**src/rtl/sfr_bridge_pkg.sv**
```systemverilog
package sfr_bridge_pkg;

    localparam int DATA_W     = 8;
    localparam int PER_ADDR_W = 9;
    localparam int HI_BITS    = PER_ADDR_W - DATA_W;
    localparam int NUM_SLOTS  = 4;

    // slot offsets from the base address
    localparam int SLOT_ALO  = 0;
    localparam int SLOT_AHI  = 1;
    localparam int SLOT_WDAT = 2;
    localparam int SLOT_RDAT = 3;

    // bit positions inside the high address / control slot
    localparam int CTL_REQ  = 1;
    localparam int CTL_BUSY = 2;
    localparam int CTL_DONE = 3;

    typedef enum logic [2:0] {
        ST_IDLE,
        ST_WRITE,
        ST_READ,
        ST_WAIT,
        ST_LATCH
    } brg_state_e;

endpackage

```
**src/rtl/sfr_slot_decode.sv**
```systemverilog
module sfr_slot_decode
    import sfr_bridge_pkg::*;
#(
    parameter int                    SFR_ADDR_W = 7,
    parameter logic [SFR_ADDR_W-1:0] SFR_BASE   = 7'h40
) (
    input  logic [SFR_ADDR_W-1:0] sfr_addr,
    output logic [NUM_SLOTS-1:0]  slot_hit
);

    for (genvar k = 0; k < NUM_SLOTS; k++) begin : g_slot
        assign slot_hit[k] = (sfr_addr == SFR_ADDR_W'(SFR_BASE + k));
    end

endmodule

```
**src/rtl/sfr_bridge_fsm.sv**
```systemverilog
module sfr_bridge_fsm
    import sfr_bridge_pkg::*;
#(
    parameter int RD_LAT = 2
) (
    input  logic clk,
    input  logic rst_n,
    input  logic wr_go,
    input  logic rd_go,
    output logic per_wr,
    output logic per_rd,
    output logic capture,
    output logic busy
);

    localparam int CNT_W = (RD_LAT > 1) ? $clog2(RD_LAT) : 1;
    localparam logic [CNT_W-1:0] CNT_LOAD = CNT_W'((RD_LAT > 1) ? RD_LAT - 2 : 0);

    brg_state_e       state_q, state_d;
    logic [CNT_W-1:0] cnt_q;

    // next-state selection
    always_comb begin
        state_d = state_q;
        unique case (state_q)
            ST_IDLE: begin
                if (wr_go)      state_d = ST_WRITE;
                else if (rd_go) state_d = ST_READ;
            end
            ST_WRITE: state_d = ST_IDLE;
            ST_READ:  state_d = (RD_LAT == 1) ? ST_LATCH : ST_WAIT;
            ST_WAIT:  if (cnt_q == '0) state_d = ST_LATCH;
            ST_LATCH: state_d = ST_IDLE;
            default:  state_d = ST_IDLE;
        endcase
    end

    // state register and latency counter
    always_ff @(posedge clk) begin
        if (!rst_n) begin
            state_q <= ST_IDLE;
            cnt_q   <= '0;
        end else begin
            state_q <= state_d;
            if (state_q == ST_READ)
                cnt_q <= CNT_LOAD;
            else if (state_q == ST_WAIT && cnt_q != '0)
                cnt_q <= cnt_q - CNT_W'(1);
        end
    end

    // outputs per state
    always_comb begin
        per_wr  = 1'b0;
        per_rd  = 1'b0;
        capture = 1'b0;
        busy    = 1'b1;
        unique case (state_q)
            ST_IDLE:  busy    = 1'b0;
            ST_WRITE: per_wr  = 1'b1;
            ST_READ:  per_rd  = 1'b1;
            ST_WAIT:  ;
            ST_LATCH: capture = 1'b1;
            default:  busy    = 1'b0;
        endcase
    end

endmodule

```
**src/rtl/sfr_bridge_regs.sv**
```systemverilog
module sfr_bridge_regs
    import sfr_bridge_pkg::*;
(
    input  logic                  clk,
    input  logic                  rst_n,
    input  logic                  sfr_wr,
    input  logic [NUM_SLOTS-1:0]  slot_hit,
    input  logic [DATA_W-1:0]     sfr_wdata,
    input  logic                  busy,
    input  logic                  capture,
    input  logic [DATA_W-1:0]     per_rdata,
    output logic [PER_ADDR_W-1:0] addr_q,
    output logic [DATA_W-1:0]     wdata_q,
    output logic [DATA_W-1:0]     sfr_rdata
);

    logic [DATA_W-1:0] rdata_q;
    logic              done_q;
    logic              accept;
    logic [DATA_W-1:0] ctl_view;

    assign accept = sfr_wr && !busy;

    always_ff @(posedge clk) begin
        if (!rst_n) begin
            addr_q  <= '0;
            wdata_q <= '0;
            rdata_q <= '0;
            done_q  <= 1'b0;
        end else begin
            if (accept && slot_hit[SLOT_ALO])
                addr_q[DATA_W-1:0] <= sfr_wdata;
            if (accept && slot_hit[SLOT_AHI]) begin
                addr_q[PER_ADDR_W-1:DATA_W] <= sfr_wdata[HI_BITS-1:0];
                done_q <= 1'b0;
            end
            if (accept && slot_hit[SLOT_WDAT])
                wdata_q <= sfr_wdata;
            if (capture) begin
                rdata_q <= per_rdata;
                done_q  <= 1'b1;
            end
        end
    end

    always_comb begin
        ctl_view = '0;
        ctl_view[HI_BITS-1:0] = addr_q[PER_ADDR_W-1:DATA_W];
        ctl_view[CTL_BUSY]    = busy;
        ctl_view[CTL_DONE]    = done_q;
    end

    always_comb begin
        sfr_rdata = '0;
        if (slot_hit[SLOT_ALO])  sfr_rdata = addr_q[DATA_W-1:0];
        if (slot_hit[SLOT_AHI])  sfr_rdata = ctl_view;
        if (slot_hit[SLOT_WDAT]) sfr_rdata = wdata_q;
        if (slot_hit[SLOT_RDAT]) sfr_rdata = rdata_q;
    end

endmodule

```
**src/rtl/sfr_ind_bridge.sv**
```systemverilog
module sfr_ind_bridge
    import sfr_bridge_pkg::*;
#(
    parameter int                    SFR_ADDR_W = 7,
    parameter logic [SFR_ADDR_W-1:0] SFR_BASE   = 7'h40,
    parameter int                    RD_LAT     = 2
) (
    input  logic                  clk,
    input  logic                  rst_n,
    input  logic [SFR_ADDR_W-1:0] sfr_addr,
    input  logic                  sfr_wr,
    input  logic [DATA_W-1:0]     sfr_wdata,
    output logic [DATA_W-1:0]     sfr_rdata,
    output logic                  sfr_hit,
    output logic [PER_ADDR_W-1:0] per_addr,
    output logic [DATA_W-1:0]     per_wdata,
    output logic                  per_wr,
    output logic                  per_rd,
    input  logic [DATA_W-1:0]     per_rdata
);

    logic [NUM_SLOTS-1:0] slot_hit;
    logic                 busy;
    logic                 capture;
    logic                 wr_go;
    logic                 rd_go;

    sfr_slot_decode #(
        .SFR_ADDR_W (SFR_ADDR_W),
        .SFR_BASE   (SFR_BASE)
    ) u_dec (
        .sfr_addr (sfr_addr),
        .slot_hit (slot_hit)
    );

    assign sfr_hit = |slot_hit;
    assign wr_go   = sfr_wr && slot_hit[SLOT_WDAT];
    assign rd_go   = sfr_wr && slot_hit[SLOT_AHI] && sfr_wdata[CTL_REQ];

    sfr_bridge_fsm #(
        .RD_LAT (RD_LAT)
    ) u_fsm (
        .clk     (clk),
        .rst_n   (rst_n),
        .wr_go   (wr_go),
        .rd_go   (rd_go),
        .per_wr  (per_wr),
        .per_rd  (per_rd),
        .capture (capture),
        .busy    (busy)
    );

    sfr_bridge_regs u_regs (
        .clk       (clk),
        .rst_n     (rst_n),
        .sfr_wr    (sfr_wr),
        .slot_hit  (slot_hit),
        .sfr_wdata (sfr_wdata),
        .busy      (busy),
        .capture   (capture),
        .per_rdata (per_rdata),
        .addr_q    (per_addr),
        .wdata_q   (per_wdata),
        .sfr_rdata (sfr_rdata)
    );

endmodule

```
**config.mk**
```make
export PLATFORM = sky130hd
export DESIGN_NAME = sfr_ind_bridge
export DESIGN_NICKNAME = d
export VERILOG_FILES = /design/src/rtl/sfr_bridge_pkg.sv /design/src/rtl/sfr_slot_decode.sv /design/src/rtl/sfr_bridge_fsm.sv /design/src/rtl/sfr_bridge_regs.sv /design/src/rtl/sfr_ind_bridge.sv
export SDC_FILE = /design/constraint.sdc
export NUM_CORES = 1
export LEC_CHECK = 0
export ABC_AREA = 0
export BUFFER_PORTS_ARGS = -buffer_cell sky130_fd_sc_hd__buf_2
export CORE_MARGIN = 2
export CORE_UTILIZATION = 30
export DETAILED_ROUTE_END_ITERATION = 12
export HOLD_SLACK_MARGIN = 0.1
export PLACE_DENSITY = 0.56
export SETUP_SLACK_MARGIN = 0.05
export SLEW_MARGIN = 20
export SYNTH_ARGS = -nofsm -noshare
export SYNTH_HDL_FRONTEND = slang
export SYNTH_SLANG_ARGS = --single-unit
```
**constraint.sdc**
```tcl
create_clock -name clk -period 2.9 [get_ports clk]
set_clock_uncertainty 0.1 [all_clocks]
set_input_delay 0.58 -clock clk [delete_from_list [all_inputs] [get_ports clk]]
set_output_delay 0.58 -clock clk [all_outputs]
set_load 0.01 [all_outputs]
```
==> results by group <==
Logic synthesis
  – Simple-gate share of the synthesized area: 0.227
  – Area share of fa/ha/maj cells after synthesis: 0
  – Most frequent cells after synthesis: nor2b_1 (31), dfxtp_1 (30), mux2i_1 (30), nor2_1 (16), a31oi_1 (5)
  – EDFF count, synth: 0
  – Post-Syn Area: 0.00150 mm^2
  – YS warnings: 0
  – Multiplexer share of the synthesized area: 0.230
  – Synth Register Bits: 30
  – Seq/Total Area, Yosys: 0.400
  – Synth Area in Compound Gates: 0.110
  – Largest family of logic cells by synthesized area: multiplexers
  – Ys async rst share: 0
  – Netlist cell types: 28
  – Post-synthesis xor/xnor area fraction: 0
  – Most frequent cell after synthesis: nor2b_1
  – Top_reg_cell synth: dfxtp_1
  – Syn Nets: 177
  – Yosys top cell by area: dfxtp_1
  – Post-Syn Area per Cell: 9.94 um^2
  – Synth area leaders: dfxtp_1 (40%), mux2i_1 (20%), nor2b_1 (13%)
  – Cells after Synth: 151
  – Post-synth top area share: 0.400

Clocking
  – H-tree Lvls: 2
  – Root buf cell: clkbuf_8
  – Post-CTS setup buffers: 0
  – Clk buf depth: 2
  – Clock Sinks: 30
  – # hold bufs at CTS: 0
  – Clk_lat worst skew: 280 ps
  – CTS tree: yes
  – Clock slew at reported path FFs: 60 ps
  – CTS buffer count: 5
  – Post_cts resized: 0

Detailed routing
  – Drt wl/cell: 12.9 um
  – DRT iter0 DRCs: 83
  – Post-Route WL: 3.51 mm
  – Post-route DRC: 0
  – Drt first pass iters: 4
  – Vias: 1211
  – Final antenna-violating net count: 0
  – Routed vias/inst: 4.47

Timing
  – Max-Slew Margin vs Limit: 0.629
  – # setup viols final: 0
  – Setup TNS: 0 ps
  – RSZ-0062 raised after global routing: false
  – Max Fclk: 0.406 GHz
  – Final hold viol count: 0
  – Fin crit period: 2460 ps
  – Period utilization: 0.849
  – Worst-Margin Slew: 557 ps
  – Max Transition Viols Final: 0

Global route
  – Largest net degree at the start of global routing: 30
  – Initial antenna violation count: 0
  – First-pass GRT wire length: 5.41 mm
  – Vias in the first global route: 1121
  – Global route overflow: 0
  – Gr usage total: 0.132

Worst setup path
  – Worst setup path end: sfr_rdata[3]
  – Most Frequent Cell on Critical Path: buf_2
  – WP data arrival: 1780 ps
  – Critical path required time: 2220 ps
  – Worst Path Buf+Inv: 2
  – Critical path's top delay family: multiplexers
  – Startpoint types: input port
  – Worst reg2reg startpoint: u_fsm.state_q[2]$_SDFFE_PN0P_
  – CP Class: in2out
  – Max Fanout on Critical Path: 20
  – WP depth: 4
  – Beginning of the critical path: sfr_addr[1]
  – CP cell instances: buf_2 -> mux4_2 -> nor2b_1 -> buf_2
  – Slowest stage cell, crit path: mux4_2
  – FF-to-FF path depth: 4
  – Reg2reg end: u_regs.wdata_q[6]$_SDFFE_PN0P_
  – R2R setup slack: 1280 ps
  – Worst setup EP type: output pin
  – Max incr delay on CP: 540 ps

Power
  – Sequential share of power: 0.506
  – Internal: 631 uW
  – Clock network power share: 0.424
  – Net Sw Frac: 0.229
  – Worst vdd ir: 0.000336 V
  – Sw Pwr: 187 uW
  – PD cells: 430 mW/mm^2
  – Power share of the combinational group: 0.070
  – Static Leak: 0.885 nW

Outcome
  – Status: complete, no violations

Floorplanning
  – Initial core utilization: 0.314
  – Die Ht: 74.7 um
  – Core area: 0.00479 mm^2
  – I/O Pins: 54
  – Die area: 0.00559 mm^2
  – Chip width: 74.7 um
  – Row count: 25

Final layout
  – Share of cells above drive strength 1: 0.333
  – Nets@finish: 229
  – Final instance area: 0.00190 mm^2
  – Syn-to-layout area delta: 26.8%
  – # fillers: 507
  – Diodes inserted: 0

Place
  – Cell area after placement: 0.00181 mm^2
  – I/O Buffers: 53
  – Gpl congestion: 0.685
  – HPWL after detailed placement: 2.58 mm

Worst hold path
  – Class of the worst hold path: reg2reg

Job
  – MaxCap Viol Count: 0
==> area by class of cell <==
class,instances,area (um^2),area share
Multi-Input combinational cell,111,852,0.447
Sequential cell,30,601,0.315
Timing Repair Buffer,54,273,0.143
Clock buffer,7,86.3,0.0453
Clock inverter,1,5.00,0.00263
Inverter,1,3.75,0.00197
Tap cell,67,83.8,0.0440
==> state kept, by name, indices dropped and copies added, names as in the netlist <==
register	count
u_regs.addr_q	9
u_regs.rdata_q	8
u_regs.wdata_q	8
u_fsm.state_q	3
u_fsm.cnt_q	1
u_regs.done_q	1
==> power groups by stage <==
stage | logic [mW] | clock network [mW] | registers (mW)
floorplan | 0.0334 | 0 | 0.423
global placement | 0.0583 | 0 | 0.424
detailed placement | 0.0581 | 0 | 0.424
CTS | 0.0583 | 0.355 | 0.414
global route | 0.0635 | 0.370 | 0.414
finish | 0.0573 | 0.347 | 0.414
==> metrics by stage <==
step                hold slack [ps]   util  std cells  power, mW  setup WS (ps)
CTS                             346  0.398        271      0.828            419
global placement                335  0.379        263      0.482            424
finish                          341  0.398        271      0.818            438
global route                    384  0.398        271      0.848            356
detailed placement              341  0.379        263      0.482            423
floorplan                       311      -        151      0.457            607
==> worst register-to-register path: cells and delay by family (launching register included) <==
family          cells  cell delay, ps
compound gates      1             310
mux                 1             240
flops               1             370
simple gates        2             500
==> metal layers <==
layer,share of wire,track usage,up-vias
met5,0,0,-
met4,0.021,0.0714,0
met3,0.055,0.0335,8
met2,0.44,0.189,32
met1,0.48,0.183,544
li1,-,-,627
==> how the worst min path moves through the flow <==
stage	from	to	slack, ps	cells past startpoint
floorplan	u_fsm.cnt_q$_SDFFE_PP0N_	u_fsm.state_q[2]$_SDFFE_PN0P_	310	1
global placement	u_fsm.cnt_q$_SDFFE_PP0N_	u_fsm.state_q[2]$_SDFFE_PN0P_	330	1
detailed placement	u_fsm.cnt_q$_SDFFE_PP0N_	u_fsm.state_q[2]$_SDFFE_PN0P_	340	1
CTS	u_fsm.cnt_q$_SDFFE_PP0N_	u_fsm.state_q[2]$_SDFFE_PN0P_	350	1
global route	u_fsm.cnt_q$_SDFFE_PP0N_	u_fsm.state_q[2]$_SDFFE_PN0P_	380	1
finish	u_fsm.cnt_q$_SDFFE_PP0N_	u_fsm.state_q[2]$_SDFFE_PN0P_	340	1
==> logic make-up (layout without fill, tap and decap cells) <==
logic type	Yosys count	in the layout
AND/OR/NAND/NOR	61	61
multiplexers	32	32
flip-flops	30	30
AO/OA/AOI/OAI	18	18
buffers and inverters	10	63
==> placed cells by master, fill, tap and decap left out, types with 2 or more instances in the layout <==
| cell type | n |
|---|---|
| a31oi_1 | 5 |
| o2111ai_4 | 2 |
| mux4_2 | 2 |
| mux2i_1 | 30 |
| nor2b_1 | 31 |
| buf_2 | 53 |
| nor3_1 | 2 |
| a211oi_1 | 2 |
| nand2b_1 | 3 |
| dfxtp_1 | 30 |
| nor2_1 | 16 |
| clkbuf_8 | 6 |
| a21oi_1 | 4 |
| nand2_1 | 3 |
Power figures use the tool's default switching activity.
